<file path="config.mk">
export PLATFORM = sky130hd
export DESIGN_NAME = wd_supervisor
export DESIGN_NICKNAME = d
export VERILOG_FILES = /design/src/rtl/sup_pkg.sv /design/src/rtl/sup_sync.sv /design/src/rtl/sup_tick.sv /design/src/rtl/sup_wd_src.sv /design/src/rtl/sup_wd_timer.sv /design/src/rtl/sup_stretch.sv /design/src/rtl/wd_supervisor.sv
export SDC_FILE = /design/constraint.sdc
export NUM_CORES = 1
export LEC_CHECK = 0
export ABC_AREA = 0
export BUFFER_PORTS_ARGS = -buffer_cell sky130_fd_sc_hd__buf_2
export CAP_MARGIN = 25
export CORE_AREA = 8 8 102 67
export CTS_BUF_LIST = sky130_fd_sc_hd__clkbuf_16
export DETAILED_ROUTE_END_ITERATION = 16
export DIE_AREA = 0 0 110 75
export GPL_TIMING_DRIVEN = 1
export PLACE_DENSITY = 0.65
export SETUP_SLACK_MARGIN = 0.15
export SLEW_MARGIN = 20
export SYNTH_ARGS = -nofsm -noshare
export SYNTH_HDL_FRONTEND = slang
export SYNTH_SLANG_ARGS = --single-unit
</file>
<file path="constraint.sdc">
create_clock -name clk -period 3 [get_ports clk]
set_input_delay 0.15 -clock clk [delete_from_list [all_inputs] [get_ports clk]]
set_output_delay 0.15 -clock clk [all_outputs]
set_load 0.01 [all_outputs]
</file>
<file path="src/rtl/sup_pkg.sv">
package sup_pkg;

   // One bit per source that can hold the processor in reset.
   typedef struct packed {
      logic pwr;
      logic man;
      logic wdog;
   } cause_t;

   // Fraction of the timeout, in eighths, that the self kick stays low.
   localparam int SELF_LOW_EIGHTHS = 7;

endpackage

</file>
<file path="src/rtl/sup_sync.sv">
module sup_sync #(
   parameter int STAGES  = 2,
   parameter bit RST_VAL = 1'b0
) (
   input  logic clk,
   input  logic arst_n,
   input  logic d,
   output logic q
);

   generate
      if (STAGES == 0) begin : g_pass
         logic unused_pins;
         assign unused_pins = clk ^ arst_n;
         assign q = d;
      end else begin : g_chain
         logic [STAGES-1:0] sr;
         always_ff @(posedge clk or negedge arst_n) begin
            if (!arst_n) begin
               sr <= {STAGES{RST_VAL}};
            end else begin
               sr[0] <= d;
               for (int i = 1; i < STAGES; i++) sr[i] <= sr[i-1];
            end
         end
         assign q = sr[STAGES-1];
      end
   endgenerate

endmodule

</file>
<file path="src/rtl/sup_tick.sv">
module sup_tick #(
   parameter int DIV = 1000
) (
   input  logic clk,
   input  logic arst_n,
   output logic tick
);

   generate
      if (DIV == 1) begin : g_every
         logic unused_pins;
         assign unused_pins = clk ^ arst_n;
         assign tick = 1'b1;
      end else begin : g_div
         localparam int PW = $clog2(DIV);
         logic [PW-1:0] pre;
         always_ff @(posedge clk or negedge arst_n) begin
            if (!arst_n)                 pre <= '0;
            else if (pre == PW'(DIV-1))  pre <= '0;
            else                         pre <= pre + 1'b1;
         end
         assign tick = (pre == PW'(DIV-1));
      end
   endgenerate

endmodule

</file>
<file path="src/rtl/sup_wd_src.sv">
module sup_wd_src import sup_pkg::*; #(
   parameter int PERIOD = 16
) (
   input  logic clk,
   input  logic arst_n,
   input  logic tick,
   output logic level
);

   localparam int CW       = $clog2(PERIOD + 1);
   localparam int LOW_TCKS = (PERIOD * SELF_LOW_EIGHTHS) / 8;

   logic [CW-1:0] phase;

   always_ff @(posedge clk or negedge arst_n) begin
      if (!arst_n) begin
         phase <= '0;
      end else if (tick) begin
         if (phase == CW'(PERIOD-1)) phase <= '0;
         else                        phase <= phase + 1'b1;
      end
   end

   // Low for the first seven eighths of the period, high for the rest.
   assign level = (phase >= CW'(LOW_TCKS));

endmodule

</file>
<file path="src/rtl/sup_wd_timer.sv">
module sup_wd_timer #(
   parameter int TICKS = 16,
   parameter int SYNC  = 2,
   parameter int CW    = $clog2(TICKS + 1)
) (
   input  logic          clk,
   input  logic          arst_n,
   input  logic          tick,
   input  logic          hold,
   input  logic          kick_in,
   output logic          edge_o,
   output logic [CW-1:0] cnt_o,
   output logic          expire_o
);

   logic kick_s, kick_q;

   sup_sync #(.STAGES(SYNC), .RST_VAL(1'b0)) u_kick_sync (
      .clk    (clk),
      .arst_n (arst_n),
      .d      (kick_in),
      .q      (kick_s)
   );

   // Single-cycle history: both polarities of transition count as a kick.
   always_ff @(posedge clk or negedge arst_n) begin
      if (!arst_n) kick_q <= 1'b0;
      else         kick_q <= kick_s;
   end
   assign edge_o = kick_s ^ kick_q;

   always_ff @(posedge clk or negedge arst_n) begin
      if (!arst_n) begin
         cnt_o    <= '0;
         expire_o <= 1'b0;
      end else begin
         expire_o <= 1'b0;
         if (hold || edge_o) begin
            cnt_o <= '0;
         end else if (tick) begin
            if (cnt_o == CW'(TICKS-1)) begin
               cnt_o    <= '0;
               expire_o <= 1'b1;
            end else begin
               cnt_o <= cnt_o + 1'b1;
            end
         end
      end
   end

endmodule

</file>
<file path="src/rtl/sup_stretch.sv">
module sup_stretch import sup_pkg::*; #(
   parameter int TICKS = 140
) (
   input  logic   clk,
   input  logic   arst_n,
   input  logic   tick,
   input  cause_t cause,
   output logic   active_o,
   output logic   resetn_o,
   output logic   reset_o
);

   localparam int CW = $clog2(TICKS + 1);

   logic [CW-1:0] width_cnt;
   logic          any_cause;

   assign any_cause = |cause;

   // The active-high and active-low pins are driven from their own flops.
   always_ff @(posedge clk or negedge arst_n) begin
      if (!arst_n) begin
         width_cnt <= '0;
         active_o  <= 1'b1;
         resetn_o  <= 1'b0;
         reset_o   <= 1'b1;
      end else if (any_cause) begin
         width_cnt <= '0;
         active_o  <= 1'b1;
         resetn_o  <= 1'b0;
         reset_o   <= 1'b1;
      end else if (active_o && tick) begin
         if (width_cnt == CW'(TICKS-1)) begin
            width_cnt <= '0;
            active_o  <= 1'b0;
            resetn_o  <= 1'b1;
            reset_o   <= 1'b0;
         end else begin
            width_cnt <= width_cnt + 1'b1;
         end
      end
   end

endmodule

</file>
<file path="src/rtl/wd_supervisor.sv">
module wd_supervisor import sup_pkg::*; #(
   parameter int TICK_DIV    = 1000,
   parameter int WD_TICKS    = 1500,
   parameter int RST_TICKS   = 140,
   parameter int SYNC_STAGES = 2,
   parameter int WDI_SYNC    = 2
) (
   input  logic clk,
   input  logic pwr_ok,
   input  logic wdi,
   input  logic mr_n,
   input  logic wd_off,
   output logic resetn_o,
   output logic reset_o
);

   localparam int WD_CW = $clog2(WD_TICKS + 1);

   if (TICK_DIV < 1) begin : g_bad_div
      $error("TICK_DIV must be at least 1");
   end
   if (WD_TICKS < 8) begin : g_bad_wd
      $error("WD_TICKS must be at least 8 so the self kick has two edges");
   end
   if (RST_TICKS < 1) begin : g_bad_rst
      $error("RST_TICKS must be at least 1");
   end
   if (SYNC_STAGES < 0 || WDI_SYNC < 0) begin : g_bad_sync
      $error("synchroniser depths cannot be negative");
   end

   logic             tick;
   logic             pwr_q;
   logic             mr_s;
   logic             self_lvl;
   logic             kick;
   logic             wd_edge;
   logic             wd_exp;
   logic             rst_act;
   logic [WD_CW-1:0] wd_cnt;
   cause_t           cause;

   sup_tick #(.DIV(TICK_DIV)) u_tick (
      .clk    (clk),
      .arst_n (pwr_ok),
      .tick   (tick)
   );

   // Power-good release is re-timed so the stretch starts on a clean edge.
   sup_sync #(.STAGES(SYNC_STAGES), .RST_VAL(1'b0)) u_pwr_sync (
      .clk    (clk),
      .arst_n (pwr_ok),
      .d      (1'b1),
      .q      (pwr_q)
   );

   sup_sync #(.STAGES(SYNC_STAGES), .RST_VAL(1'b1)) u_mr_sync (
      .clk    (clk),
      .arst_n (pwr_ok),
      .d      (mr_n),
      .q      (mr_s)
   );

   sup_wd_src #(.PERIOD(WD_TICKS)) u_self (
      .clk    (clk),
      .arst_n (pwr_ok),
      .tick   (tick),
      .level  (self_lvl)
   );

   assign kick = wd_off ? self_lvl : wdi;

   sup_wd_timer #(.TICKS(WD_TICKS), .SYNC(WDI_SYNC), .CW(WD_CW)) u_wd (
      .clk      (clk),
      .arst_n   (pwr_ok),
      .tick     (tick),
      .hold     (rst_act),
      .kick_in  (kick),
      .edge_o   (wd_edge),
      .cnt_o    (wd_cnt),
      .expire_o (wd_exp)
   );

   assign cause.pwr  = ~pwr_q;
   assign cause.man  = ~mr_s;
   assign cause.wdog = wd_exp;

   sup_stretch #(.TICKS(RST_TICKS)) u_stretch (
      .clk      (clk),
      .arst_n   (pwr_ok),
      .tick     (tick),
      .cause    (cause),
      .active_o (rst_act),
      .resetn_o (resetn_o),
      .reset_o  (reset_o)
   );

endmodule

</file>
Yosys cells after proc, flatten, opt, wreduce, memory -nomap -nowiden
Cells that the tools add are included.

cells by class
  bitwise operators = 3
  multipliers = 0
  $add $sub $neg = 4
  multiplexer cells = 18
  shifts and indexed selects = 0
  equality and inequality tests = 4
  div/mod/pow operators = 0
  magnitude comparators = 1
  reduce and logical (&&, ||, !) cells = 7

operators with widths
  kind                   count
  $mux 11                4
  $mux 8                 3
  $add 11x1->11 const B  2
  $eq 11x11->1 const B   2
  $ge 11x11->1 const B   1
  $add 10x1->10 const B  1
  $eq 10x10->1 const B   1
  $mux 1                 10
  $mux 10                1
  $add 8x1->8 const B    1
  $eq 8x8->1 const B     1
  $reduce_bool 2->1      3
  $reduce_or 3->1        1
  $not 1->1              2
  $reduce_and 2->1       1
  $logic_and 1x1->1      1
  $logic_or 1x1->1       1
  $xor 1x1->1            1

storage, ports and cells
  bits in latches = 0
  memory bits (writable) = 0
  register bits after elaboration = 50
  input port bits = 5
  memories = 0
  ROM bits = 0

Logic depth before layout (Yosys ltp)
Gate-level depths: netlist (run 1).

  word-level depth = 4
  depth in mapped cells = 7
  gate-level depth less buffers = 5

Hierarchy
A second synthesis (run 1) with hierarchy kept.

unflattened totals
  cells, all modules = 251
  area, all modules = 2568.7 um^2

modules (own cells, without submodules)
  module                     seq. area each (um^2)  times used  cells an instance  area an instance (um^2)
  sup_wd_timer               325.3                  1           73                 678.2
  sup_wd_src                 275.3                  1           66                 646.9
  sup_stretch                251.5                  1           59                 581.8
  sup_tick                   250.2                  1           43                 483.0
  sup_sync (u_pwr_sync ...)  50.0                   2           2                  50.0
  sup_sync (u_mr_sync)       52.6                   1           2                  52.6
  wd_supervisor              0.0                    1           4                  26.3

Least setup slack after synthesis (run 1)
OpenSTA, ideal clock, no wires.

  path kind = register to register
  start point = reg u_tick.g_div.pre[0]
  end point = reg u_stretch.width_cnt[5]
  slack = 1.161 ns
  data arrival time = 1.760 ns
  cell stages (with the launch flop) = 7
  cell sequence = dfrtp_1 -> ha_1 -> nand4bb_1 -> buf_2 -> or4_4 -> or3_1 -> a21oi_1

on the way
  cells in the longest elaborated chain, start to end = 3

RTL lines
  element                      RTL line           RTL
  from (decl)                  sup_tick.sv:16     logic [PW-1:0] pre;
  from (signal assigned)       sup_tick.sv:20     else pre <= pre + 1'b1;
  $eq 10x10->1                 sup_tick.sv:22     assign tick = (pre == PW'(DIV-1));
  $logic_and 1x1->1            sup_stretch.sv:32  end else if (active_o && tick) begin
  $reduce_bool 2->1 (no line)  n/a
  to (signal assigned)         sup_stretch.sv:39  width_cnt <= width_cnt + 1'b1;
  to (decl)                    sup_stretch.sv:15  logic [CW-1:0] width_cnt;

No other way between the ends.
A chain may end at the register's enable or synchronous reset.

Final worst setup path (run 1)
  start point = reg u_tick.g_div.pre[0]
  end point = reg u_self.phase[10]

on the way
  cells in the longest elaborated chain, start to end = 1

RTL lines
  element               RTL line          RTL
  $eq 10x10->1          sup_tick.sv:22
  to (signal assigned)  sup_wd_src.sv:20  else phase <= phase + 1'b1;
  to (decl)             sup_wd_src.sv:13  logic [CW-1:0] phase;

No other way between the ends.

==> run_summary.xml, run 1 <==
<?xml version="1.0" encoding="UTF-8"?>
<metrics>
  <group name="routing">
    <metric name="drt-wirelength-per-cell" unit="um">15.9</metric>
    <metric name="detailedRoute.firstIterationViolations" unit="">194</metric>
    <metric name="postRouteWirelength" unit="um">5600</metric>
    <metric name="drt.antenna.violating_nets" unit="">0</metric>
    <metric name="post-route-drc-count" unit="">0</metric>
    <metric name="via_count" unit="">2109</metric>
    <metric name="post_drt_via_cell_ratio" unit="">5.99</metric>
    <metric name="dr.pass1.iters" unit="">5</metric>
  </group>
  <group name="critical_path">
    <metric name="critical_path.cell_chain" unit="">ha_1 -&gt; and4bb_2 -&gt; nand3_1 -&gt; buf_4 -&gt; o41ai_1 -&gt; a211oi_1</metric>
    <metric name="path_class" unit="">reg -&gt; reg</metric>
    <metric name="kind_of_end_point_of_the_critical_path" unit="">flop</metric>
    <metric name="timing.critical_path.from_type" unit="">flop</metric>
    <metric name="critical_path_at" unit="ns">2.33</metric>
    <metric name="timing.reg2reg.setup_slack" unit="ns">0.84</metric>
    <metric name="slowest_stage" unit="">dfrtp_1</metric>
    <metric name="critPathMaxStageDelay" unit="ns">0.39</metric>
    <metric name="timing.critical_path.required" unit="ns">3.17</metric>
    <metric name="timing.critical_path.fanout_max" unit="">11</metric>
  </group>
  <group name="synth">
    <metric name="number_of_flops_mapped_to_enable_cells_by_yosys" unit="">0</metric>
    <metric name="syn_area" unit="um^2">2580</metric>
    <metric name="synth_seq_cells" unit="">50</metric>
    <metric name="yosysUniqueCellTypes" unit="">50</metric>
    <metric name="synth.area.top_cells" unit="">dfrtp_1 (46%), nand3_1 (4.9%), o21ai_0 (3.9%), dfstp_2 (3.1%), nand2_1 (3.1%)</metric>
    <metric name="postSynthNetCount" unit="">282</metric>
    <metric name="async_flop_share" unit="">1.00</metric>
    <metric name="synthesis.instances" unit="">272</metric>
    <metric name="synth_top_cell_by_area" unit="">dfrtp_1</metric>
    <metric name="synth_top_area_share" unit="">0.456</metric>
    <metric name="yosys_most_used_dff" unit="">dfrtp_1</metric>
    <metric name="yosysWarnings" unit="">0</metric>
    <metric name="syn_avg_cell_area" unit="um^2">9.48</metric>
    <metric name="sequential_fraction_of_the_synthesis_area" unit="">0.487</metric>
  </group>
  <group name="final_layout">
    <metric name="fin_area" unit="um^2">2870</metric>
    <metric name="antennaDiodeCount" unit="">0</metric>
    <metric name="area_delta_synth_final" unit="%">11.1</metric>
    <metric name="post_route_cells_drive_above_1_share" unit="">0.102</metric>
    <metric name="util_after_layout" unit="">0.537</metric>
    <metric name="design.final.nets" unit="">292</metric>
  </group>
  <group name="floorplan">
    <metric name="chipHeight" unit="um">75</metric>
    <metric name="initial_utilization" unit="">0.483</metric>
    <metric name="floorplan.die_area" unit="um^2">8250</metric>
    <metric name="i_o_pin_count" unit="">7</metric>
    <metric name="fp.coreArea" unit="um^2">5330</metric>
    <metric name="dieWidth" unit="um">110</metric>
    <metric name="core.rowCount" unit="">21</metric>
  </group>
  <group name="grt">
    <metric name="gr-usage-all-layers" unit="">0.156</metric>
    <metric name="pin_count_of_the_biggest_net_entering_global_routing" unit="">39</metric>
    <metric name="grt_first_pass_wirelength" unit="um">10000</metric>
    <metric name="grt_antenna_before_repair" unit="">0</metric>
    <metric name="via_count_of_the_first_global_routing_pass" unit="">1965</metric>
    <metric name="grt_overflow_total" unit="">0</metric>
  </group>
  <group name="placed_design">
    <metric name="dp_hpwl" unit="um">3960</metric>
    <metric name="gp_congestion" unit="">0.802</metric>
    <metric name="area_after_dpl" unit="um^2">2690</metric>
    <metric name="preCtsSetupSlack" unit="ns">0.842</metric>
    <metric name="io_buffers" unit="">6</metric>
  </group>
  <group name="cts">
    <metric name="clock_sinks" unit="">50</metric>
    <metric name="tritoncts.num_buffers" unit="">5</metric>
    <metric name="clk_pin_slew_worst_paths" unit="ns">0.07</metric>
    <metric name="insertion_delay" unit="ns">0.29</metric>
    <metric name="post_cts.repair.setup_buffers" unit="">0</metric>
    <metric name="cts-root-to-sink-buffers" unit="">2</metric>
    <metric name="cts_tree" unit="">built</metric>
    <metric name="number_of_levels_in_the_clock_h_tree" unit="">2</metric>
    <metric name="clockRootBuffer" unit="">clkbuf_16</metric>
  </group>
  <group name="sta">
    <metric name="rsz0062_at_grt" unit="">no</metric>
    <metric name="period_minus_slack" unit="ns">2.16</metric>
    <metric name="setup_viol" unit="">0</metric>
    <metric name="hold_viol" unit="">0</metric>
    <metric name="slew-limit-headroom" unit="">0.433</metric>
    <metric name="hold-worst-slack" unit="ns">0.0408</metric>
    <metric name="fin_tns_setup" unit="ns">0</metric>
    <metric name="fin_skew" unit="ns">0.00661</metric>
    <metric name="max_freq" unit="MHz">464</metric>
    <metric name="worst_pin_slew" unit="ns">0.851</metric>
    <metric name="fin_crit_sh" unit="">0.718</metric>
    <metric name="layout_setup_ws" unit="ns">0.845</metric>
    <metric name="final-max-slew-violation-count" unit="">0</metric>
  </group>
  <group name="pwr">
    <metric name="power-per-cell-area" unit="nW/um^2">453</metric>
    <metric name="p_leak" unit="nW">1.12</metric>
    <metric name="vdd.ir_drop.worst" unit="uV">257</metric>
  </group>
  <group name="run">
    <metric name="max_cap_violations" unit="">0</metric>
  </group>
  <group name="worst_hold_path">
    <metric name="hold_path_class" unit="">in -&gt; reg</metric>
  </group>
  <group name="run_status">
    <metric name="status" unit="">finished clean</metric>
  </group>
</metrics>
placed cells by master (no fill, tap or decap), types with 3 or more instances in the layout:
cell / instances
or3_1: 5
nor3_1: 6
inv_1: 7
or4_1: 3
a21oi_1: 12
nand3_1: 25
nand4_1: 12
a22o_1: 4
nand2_1: 21
ha_1: 5
xnor2_1: 7
a21o_1: 5
clkbuf_16: 5
dfrtp_1: 47
xor2_1: 5
dfstp_2: 3
nor2_1: 20
nor4_1: 3
buf_2: 6
buf_4: 5
a31oi_1: 9
o21ai_0: 20
and3_1: 8
and2_1: 3
metrics by stage:
step / power, mW / instances
global placement: 0.722 / 342
CTS: 1.31 / 352
detailed placement: 0.722 / 342
finish: 1.30 / 352
global route: 1.35 / 352
floorplan: 0.700 / 272
power breakdown:
part / switching [mW] / total [mW] / internal (mW)
clock: 0.268 / 0.588 / 0.320
sequential: 0.00163 / 0.681 / 0.679
combinational: 0.0211 / 0.0289 / 0.00781
total: 0.291 / 1.30 / 1.01
cells in the mapped netlist (2+ instances only):
library cell  instances
a21o_1                5
a21oi_1              12
a22o_1                4
a31oi_1               9
and2_1                3
and3_1                8
and4_1                2
buf_2                 3
clkbuf_1              7
dfrtp_1              47
dfstp_2               3
ha_1                  5
inv_1                 7
nand2_1              21
nand3_1              25
nand3b_1              2
nand4_1              12
nand4b_1              2
nand4bb_1             2
nor2_1               20
nor3_1                6
nor4_1                3
o2111ai_1             2
o21ai_0              20
or3_1                 5
or4_1                 3
xnor2_1               7
xor2_1                5
timing repair:
action,in CTS,in global routing
endpoints found under the hold margin,12,0
endpoints found under the setup margin,0,0
gates resized for setup,0,0
hold buffers,2,0
routing by layer:
| layer | wire (um) | vias up | global-route usage |
|---|---|---|---|
| met3 | 290 | 9 | 0.0385 |
| met2 | 2250 | 50 | 0.203 |
| met1 | 2980 | 1020 | 0.238 |
| met4 | 80 | 0 | 0.0565 |
| met5 | 0 | - | 0 |
| li1 | - | 1030 | - |
area by class of cell:
cell class	instances	area (um^2)
Multi-Input combinational cell	205	1260
Clock buffer	5	125
Clock inverter	3	28.8
Inverter	7	26.3
Sequential cell	50	1250
Tap cell	69	86.3
Timing Repair Buffer	13	87.6
Fill cell	493	2470
flip-flops by register name, indices dropped and copies added, names as in the netlist:
signal	cells
u_mr_sync.g_chain.sr	2
u_pwr_sync.g_chain.sr	2
u_self.phase	11
u_stretch.active_o	1
u_stretch.resetn_o	1
u_stretch.width_cnt	8
u_tick.g_div.pre	10
u_wd.cnt_o	11
u_wd.expire_o	1
u_wd.kick_q	1
u_wd.u_kick_sync.g_chain.sr	2
final timing paths:
kind / from / endpoint / cells after the start
worst min-delay path: wd_off / u_wd.u_kick_sync.g_chain.sr[0] / 2
min in group asynchronous: pwr_ok / u_self.phase[1] / 2
worst min register to register: u_wd.u_kick_sync.g_chain.sr[0] / u_wd.u_kick_sync.g_chain.sr[1] / 0
worst max register to register: u_tick.g_div.pre[0] / u_self.phase[10] / 6
worst max-delay path: u_tick.g_div.pre[0] / u_self.phase[10] / 6
max in group asynchronous: pwr_ok / u_mr_sync.g_chain.sr[0] / 3
kinds of logic after synthesis:
logic type / Yosys count / synth area share
XOR/XNOR: 12 / 0.0408
buffers and inverters: 17 / 0.0262
AND/OR/NAND/NOR: 124 / 0.268
flip-flops: 50 / 0.487
adder cells (fa/ha/maj): 5 / 0.0243
AO/OA/AOI/OAI: 62 / 0.148
multiplexers: 1 / 0.00388
other: 1 / 0.00145
worst max-delay path, delay by kind of cell (launching register included):
| kind | cells | cell delay, ns |
|---|---|---|
| AOI/OAI and AO/OA | 2 | 0.45 |
| adders and majority gates | 1 | 0.26 |
| buffers and inverters | 1 | 0.31 |
| DFF | 1 | 0.39 |
| and+or+nand+nor | 2 | 0.63 |
Power figures use the tool's default switching activity.
==> run 2, diff against run 1 <==
clock period = 2.1 ns   (was 3 ns; I/O delays follow)
==> run_summary.xml, run 2 (same netlist as run 1, synthesis figures left out) <==
<?xml version="1.0" encoding="UTF-8"?>
<metrics>
  <group name="floorplan">
    <metric name="chipHeight" unit="um">75</metric>
    <metric name="core.rowCount" unit="">21</metric>
    <metric name="i_o_pin_count" unit="">7</metric>
    <metric name="fp.coreArea" unit="um^2">5330</metric>
    <metric name="dieWidth" unit="um">110</metric>
    <metric name="initial_utilization" unit="">0.483</metric>
    <metric name="floorplan.die_area" unit="um^2">8250</metric>
  </group>
  <group name="cts">
    <metric name="cts-root-to-sink-buffers" unit="">2</metric>
    <metric name="clock_sinks" unit="">50</metric>
    <metric name="clk_pin_slew_worst_paths" unit="ns">0.07</metric>
    <metric name="insertion_delay" unit="ns">0.29</metric>
    <metric name="clockRootBuffer" unit="">clkbuf_16</metric>
    <metric name="tritoncts.num_buffers" unit="">5</metric>
    <metric name="number_of_levels_in_the_clock_h_tree" unit="">2</metric>
    <metric name="cts_tree" unit="">built</metric>
  </group>
  <group name="worst_hold_path">
    <metric name="hold_path_class" unit="">in -&gt; reg</metric>
  </group>
  <group name="placed_design">
    <metric name="dp_hpwl" unit="um">4060</metric>
    <metric name="preCtsSetupSlack" unit="ns">0.195</metric>
    <metric name="post_place_cells" unit="">351</metric>
    <metric name="io_buffers" unit="">6</metric>
    <metric name="gp_congestion" unit="">0.852</metric>
  </group>
  <group name="sta">
    <metric name="layout_setup_ws" unit="ns">0.236</metric>
    <metric name="hold_viol" unit="">0</metric>
    <metric name="final-max-slew-violation-count" unit="">0</metric>
    <metric name="rsz0062_at_grt" unit="">no</metric>
    <metric name="fin_skew" unit="ns">0.00699</metric>
    <metric name="max_freq" unit="MHz">536</metric>
    <metric name="worst_pin_slew" unit="ns">0.583</metric>
    <metric name="fin_tns_setup" unit="ns">0</metric>
    <metric name="fin_crit_sh" unit="">0.888</metric>
    <metric name="setup_viol" unit="">0</metric>
    <metric name="period_minus_slack" unit="ns">1.86</metric>
    <metric name="slew-limit-headroom" unit="">0.611</metric>
  </group>
  <group name="critical_path">
    <metric name="timing.critical_path.from_type" unit="">flop</metric>
    <metric name="timing.critical_path.fanout_max" unit="">7</metric>
    <metric name="cp_top_family" unit="">simple AND/OR/NAND/NOR gates</metric>
    <metric name="critPathMaxStageDelay" unit="ns">0.51</metric>
    <metric name="critical_path.cell_chain" unit="">ha_4 -&gt; and4bb_2 -&gt; nand4_1 -&gt; or3b_2 -&gt; a21oi_1</metric>
    <metric name="path_class" unit="">reg -&gt; reg</metric>
    <metric name="critPathBufInv" unit="">0</metric>
    <metric name="slowest_stage" unit="">or3b_2</metric>
    <metric name="timing.critical_path.required" unit="ns">2.32</metric>
    <metric name="kind_of_end_point_of_the_critical_path" unit="">flop</metric>
    <metric name="critical_path_at" unit="ns">2.08</metric>
  </group>
  <group name="final_layout">
    <metric name="design.final.nets" unit="">305</metric>
    <metric name="final_common_cell" unit="">dfrtp_1</metric>
    <metric name="final_cell_mix" unit="">dfrtp_1 (47), nand3_1 (25), nand2_1 (21)</metric>
    <metric name="post_route_cells_drive_above_1_share" unit="">0.145</metric>
    <metric name="area_delta_synth_final" unit="%">16.1</metric>
    <metric name="antennaDiodeCount" unit="">0</metric>
    <metric name="reg.largest.list" unit="">u_self.phase (11), u_wd.cnt_o (11), u_tick.g_div.pre (10)</metric>
    <metric name="finalNonFillerCells" unit="">365</metric>
    <metric name="util_after_layout" unit="">0.561</metric>
  </group>
  <group name="routing">
    <metric name="post-route-drc-count" unit="">0</metric>
    <metric name="detailedRoute.firstIterationViolations" unit="">154</metric>
    <metric name="drt-met1-wl" unit="um">3070</metric>
    <metric name="post_drt_via_cell_ratio" unit="">5.94</metric>
    <metric name="drt.antenna.violating_nets" unit="">0</metric>
    <metric name="via_count" unit="">2167</metric>
    <metric name="dr.pass1.iters" unit="">5</metric>
    <metric name="drt-wirelength-per-cell" unit="um">15.3</metric>
    <metric name="postRouteWirelength" unit="um">5580</metric>
    <metric name="met3RoutedLength" unit="um">347</metric>
    <metric name="top_layer" unit="">met4</metric>
    <metric name="detailroute.wirelength.met2" unit="um">2100</metric>
  </group>
  <group name="pwr">
    <metric name="p_leak" unit="nW">1.19</metric>
    <metric name="vdd.ir_drop.worst" unit="uV">363</metric>
    <metric name="power-per-cell-area" unit="nW/um^2">621</metric>
  </group>
  <group name="grt">
    <metric name="gr-usage-all-layers" unit="">0.147</metric>
    <metric name="grt_antenna_before_repair" unit="">0</metric>
    <metric name="via_count_of_the_first_global_routing_pass" unit="">1862</metric>
    <metric name="pin_count_of_the_biggest_net_entering_global_routing" unit="">28</metric>
    <metric name="grt_overflow_total" unit="">0</metric>
    <metric name="grt_first_pass_wirelength" unit="um">9460</metric>
  </group>
  <group name="run_status">
    <metric name="status" unit="">finished clean</metric>
  </group>
  <group name="run">
    <metric name="max_cap_violations" unit="">0</metric>
  </group>
</metrics>
run 2: final timing paths:
kind	start	to	slack [ns]	depth (start not counted)
worst max-delay path	u_tick.g_div.pre[0]	u_stretch.width_cnt[0]	0.24	5
worst min-delay path	wdi	u_wd.u_kick_sync.g_chain.sr[0]	0.05	3
worst max register to register	u_tick.g_div.pre[0]	u_stretch.width_cnt[0]	0.24	5
worst min register to register	u_pwr_sync.g_chain.sr[0]	u_pwr_sync.g_chain.sr[1]	0.35	0
max in group asynchronous	pwr_ok	u_stretch.active_o	1.14	3
min in group asynchronous	pwr_ok	u_self.phase[4]	0.35	2
run 2: final cells by class:
cell class / count / area (um^2)
flip-flops and latches: 50 / 1250
repair buffers: 26 / 200
clock buffers: 5 / 125
clock inverters: 3 / 28.8
inverters: 7 / 26.3
multi-input cells: 205 / 1270
fillers: 454 / 2340
well taps: 69 / 86.3
run 2: where the power goes:
part	leakage [nW]	internal (mW)	switching (mW)	total, mW
clock network	0.0763	0.457	0.381	0.838
registers	0.666	0.971	0.00221	0.973
logic	0.444	0.0160	0.0306	0.0466
run 2: layer usage:
| layer | GRT usage | vias up |
|---|---|---|
| met5 | 0 | - |
| met4 | 0.0446 | 0 |
| met3 | 0.0316 | 7 |
| met2 | 0.182 | 67 |
| met1 | 0.238 | 1038 |
| li1 | - | 1055 |
run 2: repair_timing:
action,in CTS,in global routing
endpoints found under the hold margin,25,0
hold buffers,3,0
gates resized for setup,0,4
setup buffers,0,3
setup endpoints to repair,0,13
run 2: worst register-to-register path: cells and delay by family, from the launching register on:
| kind | cells | cell delay (ns) |
|---|---|---|
| simple gates | 3 | 1.06 |
| flops | 1 | 0.41 |
| fa+ha+maj | 1 | 0.18 |
| compound gates | 1 | 0.15 |
run 2: through the flow:
| step | cell area (um^2) | power [mW] | hold slack [ns] |
|---|---|---|---|
| floorplan | 2580 | 0.999 | -0.191 |
| global placement | 2770 | 1.04 | 0.131 |
| detailed placement | 2770 | 1.04 | 0.138 |
| CTS | 2960 | 1.88 | 0.0418 |
| global route | 2990 | 1.92 | 0.0632 |
| finish | 2990 | 1.86 | 0.0493 |
